[config.mk]
export PLATFORM = sky130hd
export DESIGN_NAME = mtimer_cmp
export DESIGN_NICKNAME = d
export VERILOG_FILES = /design/src/rtl/mtimer_pkg.sv /design/src/rtl/mtimer_word.sv /design/src/rtl/mtimer_regif.sv /design/src/rtl/mtimer_counter.sv /design/src/rtl/mtimer_compare.sv /design/src/rtl/mtimer_cmp.sv
export SDC_FILE = /design/constraint.sdc
export NUM_CORES = 1
export LEC_CHECK = 0
export BUFFER_PORTS_ARGS = -buffer_cell sky130_fd_sc_hd__buf_2
export CORE_ASPECT_RATIO = 1.1
export CORE_UTILIZATION = 45
export CTS_CLUSTER_DIAMETER = 60
export DETAILED_ROUTE_END_ITERATION = 16
export SYNTH_ARGS = -nofsm -noshare
export SYNTH_HDL_FRONTEND = slang
export SYNTH_HIERARCHICAL = 1
export SYNTH_SLANG_ARGS = --single-unit
[constraint.sdc]
create_clock -name clk -period 7.15 [get_ports clk]
set_clock_uncertainty 0.15 [all_clocks]
set_input_delay 1.0725 -clock clk [delete_from_list [all_inputs] [get_ports clk]]
set_output_delay 1.0725 -clock clk [all_outputs]
set_load 0.05 [all_outputs]
[src/rtl/mtimer_pkg.sv]
`timescale 1ns/1ps
package mtimer_pkg;

  localparam int WORD_W  = 32;
  localparam int BYTE_W  = 8;
  localparam int BE_W    = WORD_W / BYTE_W;
  localparam int CNT_W   = 2 * WORD_W;
  localparam int NUM_REG = 4;
  localparam int IDX_W   = $clog2(NUM_REG);

  // Word indices: the map order is fixed by the bus decode.
  localparam logic [IDX_W-1:0] IDX_CNT_LO = 2'd0;
  localparam logic [IDX_W-1:0] IDX_CNT_HI = 2'd1;
  localparam logic [IDX_W-1:0] IDX_CMP_LO = 2'd2;
  localparam logic [IDX_W-1:0] IDX_CMP_HI = 2'd3;

  typedef logic [WORD_W-1:0] word_t;
  typedef logic [CNT_W-1:0]  wide_t;

  // Replace the enabled bytes of old_w with the matching bytes of new_w.
  function automatic word_t be_merge(word_t old_w, word_t new_w, logic [BE_W-1:0] be);
    word_t r;
    r = old_w;
    for (int b = 0; b < BE_W; b++) begin
      if (be[b]) r[b*BYTE_W +: BYTE_W] = new_w[b*BYTE_W +: BYTE_W];
    end
    return r;
  endfunction

  // One word of an incrementer: returns {carry_out, sum}.
  function automatic logic [WORD_W:0] word_inc(word_t w, logic cin);
    return {1'b0, w} + {{WORD_W{1'b0}}, cin};
  endfunction

  // Unsigned a >= b, decided on the high words first, then the low words.
  function automatic logic wide_ge(wide_t a, wide_t b);
    logic hi_gt, hi_eq, lo_ge;
    hi_gt = a[CNT_W-1:WORD_W] > b[CNT_W-1:WORD_W];
    hi_eq = a[CNT_W-1:WORD_W] == b[CNT_W-1:WORD_W];
    lo_ge = a[WORD_W-1:0] >= b[WORD_W-1:0];
    return hi_gt | (hi_eq & lo_ge);
  endfunction

endpackage

[src/rtl/mtimer_word.sv]
`timescale 1ns/1ps
module mtimer_word
  import mtimer_pkg::*;
#(
  parameter word_t RST_VAL = '0
) (
  input  logic            clk,
  input  logic            rst_n,
  input  logic            wr_en,
  input  word_t           wdata,
  input  logic [BE_W-1:0] be,
  input  logic            ld_en,
  input  word_t           ld_val,
  output word_t           q
);

  // A bus write outranks the internal load.
  always_ff @(posedge clk or negedge rst_n) begin
    if (!rst_n) begin
      q <= RST_VAL;
    end else if (wr_en) begin
      q <= be_merge(q, wdata, be);
    end else if (ld_en) begin
      q <= ld_val;
    end
  end

endmodule

[src/rtl/mtimer_regif.sv]
`timescale 1ns/1ps
module mtimer_regif
  import mtimer_pkg::*;
#(
  parameter int ADDR_W = 4
) (
  input  logic                      bus_sel,
  input  logic                      bus_we,
  input  logic [ADDR_W-1:0]         bus_addr,
  input  word_t [NUM_REG-1:0]       words,
  output logic  [NUM_REG-1:0]       wr_en,
  output word_t                     rdata
);

  localparam int LSB_W = $clog2(BE_W);

  logic [IDX_W-1:0] widx;
  logic             rd_act;
  logic             wr_act;
  logic             unused_addr;

  assign widx        = bus_addr[LSB_W +: IDX_W];
  assign unused_addr = ^{1'b0, bus_addr[LSB_W-1:0], bus_addr[ADDR_W-1:LSB_W+IDX_W-1]};
  assign rd_act      = bus_sel & ~bus_we;
  assign wr_act      = bus_sel & bus_we;

  for (genvar i = 0; i < NUM_REG; i++) begin : g_dec
    assign wr_en[i] = wr_act & (widx == IDX_W'(i));
  end

  always_comb begin
    rdata = '0;
    if (rd_act) rdata = words[widx];
  end

endmodule

[src/rtl/mtimer_counter.sv]
`timescale 1ns/1ps
module mtimer_counter
  import mtimer_pkg::*;
(
  input  logic            clk,
  input  logic            rst_n,
  input  logic            tick_en,
  input  logic [1:0]      wr_half,
  input  word_t           wdata,
  input  logic [BE_W-1:0] be,
  output wide_t           cnt,
  output logic            lo_carry,
  output logic            tick_take
);

  word_t [1:0]  half_q;
  word_t [1:0]  half_nxt;
  logic  [WORD_W:0] lo_sum;
  logic  [WORD_W:0] hi_sum;

  // Split incrementer: the low carry feeds the high word in the same cycle.
  assign lo_sum   = word_inc(half_q[0], 1'b1);
  assign lo_carry = lo_sum[WORD_W];
  assign hi_sum   = word_inc(half_q[1], lo_carry);
  assign half_nxt[0] = lo_sum[WORD_W-1:0];
  assign half_nxt[1] = hi_sum[WORD_W-1:0];

  // Any counter write drops the tick for both halves.
  assign tick_take = tick_en & ~(|wr_half);

  for (genvar h = 0; h < 2; h++) begin : g_half
    mtimer_word #(.RST_VAL('0)) u_word (
      .clk    (clk),
      .rst_n  (rst_n),
      .wr_en  (wr_half[h]),
      .wdata  (wdata),
      .be     (be),
      .ld_en  (tick_take),
      .ld_val (half_nxt[h]),
      .q      (half_q[h])
    );
  end

  assign cnt = {half_q[1], half_q[0]};

endmodule

[src/rtl/mtimer_compare.sv]
`timescale 1ns/1ps
module mtimer_compare
  import mtimer_pkg::*;
(
  input  logic            clk,
  input  logic            rst_n,
  input  logic [1:0]      wr_half,
  input  word_t           wdata,
  input  logic [BE_W-1:0] be,
  input  wide_t           cnt,
  output wide_t           cmp,
  output logic            pending
);

  word_t [1:0] half_q;

  for (genvar h = 0; h < 2; h++) begin : g_half
    mtimer_word #(.RST_VAL('1)) u_word (
      .clk    (clk),
      .rst_n  (rst_n),
      .wr_en  (wr_half[h]),
      .wdata  (wdata),
      .be     (be),
      .ld_en  (1'b0),
      .ld_val ('0),
      .q      (half_q[h])
    );
  end

  assign cmp     = {half_q[1], half_q[0]};
  // Pure level: no state between the registers and the output.
  assign pending = wide_ge(cnt, cmp);

endmodule

[src/rtl/mtimer_cmp.sv]
`timescale 1ns/1ps
module mtimer_cmp
  import mtimer_pkg::*;
#(
  parameter int ADDR_W = 4
) (
  input  logic              clk,
  input  logic              rst_n,
  input  logic              tick_en,
  input  logic              bus_sel,
  input  logic              bus_we,
  input  logic [ADDR_W-1:0] bus_addr,
  input  logic [31:0]       bus_wdata,
  input  logic [3:0]        bus_be,
  output logic [31:0]       bus_rdata,
  output logic              timer_pending,
  output logic [63:0]       time_shadow
);

  wide_t                cnt_q;
  wide_t                cmp_q;
  logic  [NUM_REG-1:0]  wr_en;
  word_t [NUM_REG-1:0]  words;
  logic                 lo_carry;
  logic                 tick_take;

  assign words[IDX_CNT_LO] = cnt_q[WORD_W-1:0];
  assign words[IDX_CNT_HI] = cnt_q[CNT_W-1:WORD_W];
  assign words[IDX_CMP_LO] = cmp_q[WORD_W-1:0];
  assign words[IDX_CMP_HI] = cmp_q[CNT_W-1:WORD_W];

  mtimer_regif #(.ADDR_W(ADDR_W)) u_regif (
    .bus_sel  (bus_sel),
    .bus_we   (bus_we),
    .bus_addr (bus_addr),
    .words    (words),
    .wr_en    (wr_en),
    .rdata    (bus_rdata)
  );

  mtimer_counter u_cnt (
    .clk       (clk),
    .rst_n     (rst_n),
    .tick_en   (tick_en),
    .wr_half   ({wr_en[IDX_CNT_HI], wr_en[IDX_CNT_LO]}),
    .wdata     (bus_wdata),
    .be        (bus_be),
    .cnt       (cnt_q),
    .lo_carry  (lo_carry),
    .tick_take (tick_take)
  );

  mtimer_compare u_cmp (
    .clk     (clk),
    .rst_n   (rst_n),
    .wr_half ({wr_en[IDX_CMP_HI], wr_en[IDX_CMP_LO]}),
    .wdata   (bus_wdata),
    .be      (bus_be),
    .cnt     (cnt_q),
    .cmp     (cmp_q),
    .pending (timer_pending)
  );

  assign time_shadow = cnt_q;

endmodule

==> summary.md <==
| Metric | Value |
|---|---|
| P&R area growth vs syn | 12.4% |
| Worst reg2reg path endpoint | u_cnt/g_half[1].u_word/q[28]$_DFFE_PN0P_ |
| Mapped Cells | 1091 |
| Dpl cells | 1585 |
| Final Core Density | 51.6% |
| IO Port Bufs | 139 |
| # DRC | 0 |
| Most common cell in the netlist | mux2i_1 |
| Drt via density | 5.46 |
| TritonCTS clock tree | done |
| Relative slew slack | between 30 and 40% |
| Hold_buf cts | 0 |
| Startpoint type of the worst setup path | register |
| Final Non-Filler Cells | 1617 |
| First-pass DRT Iterations | 5 |
| Final setup viols | 0 |
| Comb power frac | 48.2% |
| Peak VDD IR | 0.000184 V |
| Clk Latency, worst-skew pair | 0.42 ns |
| Cells on worst reg2reg path | 14 |
| Largest net degree at the start of global routing | 73 |
| Flop2flop setup slack | 2.78 ns |
| Multi-input logic area | 7760 sq um |
| Ys async rst share | 100% |
| Mean Syn Cell Area | between 10 and 15 sq um |
| Hold Path End | u_cmp/g_half[0].u_word/q[5]$_DFFE_PN1P_ |
| Actual slew at the worst max-slew pin | 1.04 ns |
| Internal power | 0.00233 W |
| Post-synth top cells | mux2i_1, inv_1, ha_1 |
| Area share of the largest cell type after synthesis | around two fifths |
| Layout Nets | approximately 1400 |
| Run status | finished clean |
| Clock root buffer | clkbuf_16 |
| Seq pwr share | roughly a third |
| Post-Route WL | between 30000 and 40000 microns |
| PostCTS Resize Cnt | 0 |
| CTS clk-pin slew, worst paths | 0.06 ns |
| Setup_tns | 0 ns |
| All-Layer GR Usage | 24.2% |
| Clk network pwr share | around 20% |
| Total chip power | 0.00469 W |
| Overflow after GRT | 0 |
| Largest fanout on the critical path | 4 |
| Initial core utilization | 45.9% |
| Post-Syn Area | 11700 sq um |
| Register area | 3280 sq um |
| Antenna violations before repair | 0 |
| Static Leak | 6.34 nW |
| RR Startpoint | u_cnt/g_half[0].u_word/q[0]$_DFFE_PN0P_ |
| Critical Path RT | 5.93 ns |
| First DRT Iteration DRCs | between 400 and 500 |
| Min Tclk post-route | 4.52 ns |
| Hold_ws | 0.430 ns |
| Hold Path Class | reg2reg |
| Row cnt | 61 |
| Power Dens Cells | roughly 360 nW/um^2 |
| Psw | about 0.0024 W |
| RSZ-0062 raised after global routing | no |
| H-tree depth | 4 |
| Area leader, netlist | mux2i_1 |
| CP endpoint kind | primary output |
| Critical path class | reg2out |
| EDFF count, synth | 0 |
| I/O pins | 142 |
| Routed vias | just under 9000 |
| Vias in the first global route | 8776 |
| Clock Tree Buf Depth | 2 |
| Fill count | 2418 |
| Core area | 25400 sq um |
| Main synth FF type | dfstp_2 |
| Final period util | a little over three fifths |
| Gpl congestion | 0.812 |
| Post-DP HPWL | 21300 microns |
| Diodes inserted | 0 |
| Fin. Hold Viols | 0 |
| Switching fraction of total power | 50.2% |
| Clock sinks | about 130 |
| Fmax | roughly 220 MHz |
| #FFs+latches synth | ~130 |
| Syn. warnings | 6 |
| WHS Path Cells | 2 |
| Min-delay src | u_cmp/g_half[0].u_word/q[5]$_DFFE_PN1P_ |
| Num CTS Buffers | 17 |
| Worst EP arrival | between 3 and 4 ns |
| Die W | 156 microns |
| ANT nets after route | 0 |
| DIE AREA | 26600 sq um |
| Global-route wire length before repair | 49500 microns |
| Final Max Slew Viols | 0 |
| Wirelength per Cell | 19.5 microns |
| Max-Cap Viols | 0 |
| Top post-synthesis cells by area | mux2i_1, dfstp_2, dfrtp_1 |
| Register area share after synthesis | 28.1% |
| Setup Fix Bufs, Post-CTS | 0 |
| Die Span Y | ~170 microns |
| Share of layout cells above drive strength 1 | 23.2% |
| Post-synth cell types | 52 |
## through the flow
step / setup slack, ns / instance area, sq um
final: 2.63 / 13100
after global routing: 2.50 / 13100
after CTS: 2.63 / 13100
after detailed placement: 2.81 / 12500
after global placement: 2.87 / 12500
after floorplan: 3.22 / 11900
## power by group through the flow
stage / Combinational [W] / Clock, W / Sequential [W]
2_1_floorplan: 0.00118 / 0 / 0.00197
3_3_place_gp: 0.00221 / 0 / 0.00152
3_5_place_dp: 0.00225 / 0 / 0.00152
4_1_cts: 0.00226 / 0.000936 / 0.00152
5_1_grt: 0.00245 / 0.000965 / 0.00158
6_report: 0.00226 / 0.000914 / 0.00151
## worst max path at each step
stage                                                     endpoint                                     start  slack (ns)  cells after the start
final                                                timer_pending  u_cmp/g_half[0].u_word/q[11]$_DFFE_PN1P_        2.63                      9
after global routing                                 timer_pending  u_cmp/g_half[1].u_word/q[14]$_DFFE_PN1P_        2.50                      9
after CTS                                            timer_pending  u_cmp/g_half[1].u_word/q[14]$_DFFE_PN1P_        2.63                      9
after detailed placement  u_cnt/g_half[1].u_word/q[28]$_DFFE_PN0P_   u_cnt/g_half[0].u_word/q[0]$_DFFE_PN0P_        2.81                     14
after global placement    u_cnt/g_half[1].u_word/q[28]$_DFFE_PN0P_   u_cnt/g_half[0].u_word/q[0]$_DFFE_PN0P_        2.87                     14
after floorplan                                      timer_pending  u_cnt/g_half[1].u_word/q[15]$_DFFE_PN0P_        3.22                      7
## critical path, stage by stage, from the launching register on
cell	delay, ns
dfstp_2	0.55
inv_1	0.06
ha_1	0.28
nand2_1	0.07
nor2_1	0.17
nand2_1	0.14
o41ai_1	0.74
o21ai_0	0.25
a31oi_1	0.30
buf_2	0.32
## registers in the layout (all words and copies together) (netlist names)
register / count
u_cnt/g_half.u_word/q: 64
u_cmp/g_half.u_word/q: 64
## layout make-up
| cell class | count | area share [%] |
|---|---|---|
| Multi-Input combinational cell | 892 | 59.1 |
| Inverter | 70 | 2.00 |
| Clock buffer | 22 | 3.61 |
| Timing Repair Buffer | 149 | 5.91 |
| Tap cell | 346 | 3.30 |
| Sequential cell | 128 | 25.0 |
| Clock inverter | 10 | 1.02 |
## metal layers
metal / global-route usage, % / vias to the layer above / routed length, microns
met4: 7.08 / 0 / 562
li1: - / 4242 / -
met2: 39.3 / 174 / 14900
met5: 0 / - / 0
met3: 3.42 / 38 / 1160
met1: 33.2 / 4372 / 15000
## logic make-up (layout without fill, tap and decap cells)
family          count (synthesis)  count (layout)  share of synthesized area [%]
simple gates                  171             171                           8.14
other cells                     1              66                         0.0321
flops                         128             128                           28.1
buf+inv                       136             251                           7.72
compound gates                 80              80                           5.90
xor+xnor                       60              60                           4.50
mux                           448             448                           38.4
fa+ha+maj                      67              67                           7.18
## cells in the final DEF (no fill, tap or decap), types with 2 or more instances in the layout
| cell | synthesis | final |
|---|---|---|
| or3_1 | 2 | 2 |
| a21oi_1 | 23 | 23 |
| mux2i_1 | 448 | 448 |
| inv_1 | 70 | 70 |
| a211oi_1 | 3 | 3 |
| nand3_1 | 35 | 35 |
| o22ai_2 | 30 | 30 |
| clkinvlp_4 | 0 | 2 |
| o21ai_0 | 6 | 6 |
| nand4_1 | 22 | 22 |
| buf_2 | 11 | 137 |
| nor3_1 | 6 | 5 |
| nand2_1 | 42 | 42 |
| bufinv_16 | 0 | 3 |
| clkbuf_1 | 0 | 2 |
| and4_1 | 5 | 5 |
| nor3b_2 | 0 | 3 |
| a21o_1 | 6 | 6 |
| o22ai_1 | 2 | 2 |
| dfrtp_1 | 64 | 64 |
| buf_4 | 18 | 12 |
| dfstp_2 | 64 | 64 |
| clkbuf_8 | 0 | 3 |
| nor4_1 | 5 | 5 |
| and3_1 | 7 | 7 |
| nor3_2 | 8 | 9 |
| ha_1 | 67 | 67 |
| conb_1 | 1 | 66 |
| xor2_1 | 25 | 25 |
| nor2_1 | 24 | 24 |
| clkinv_2 | 0 | 4 |
| xnor2_1 | 35 | 35 |
| clkbuf_16 | 0 | 17 |
Note: power is estimated with default switching activity, not from simulation.
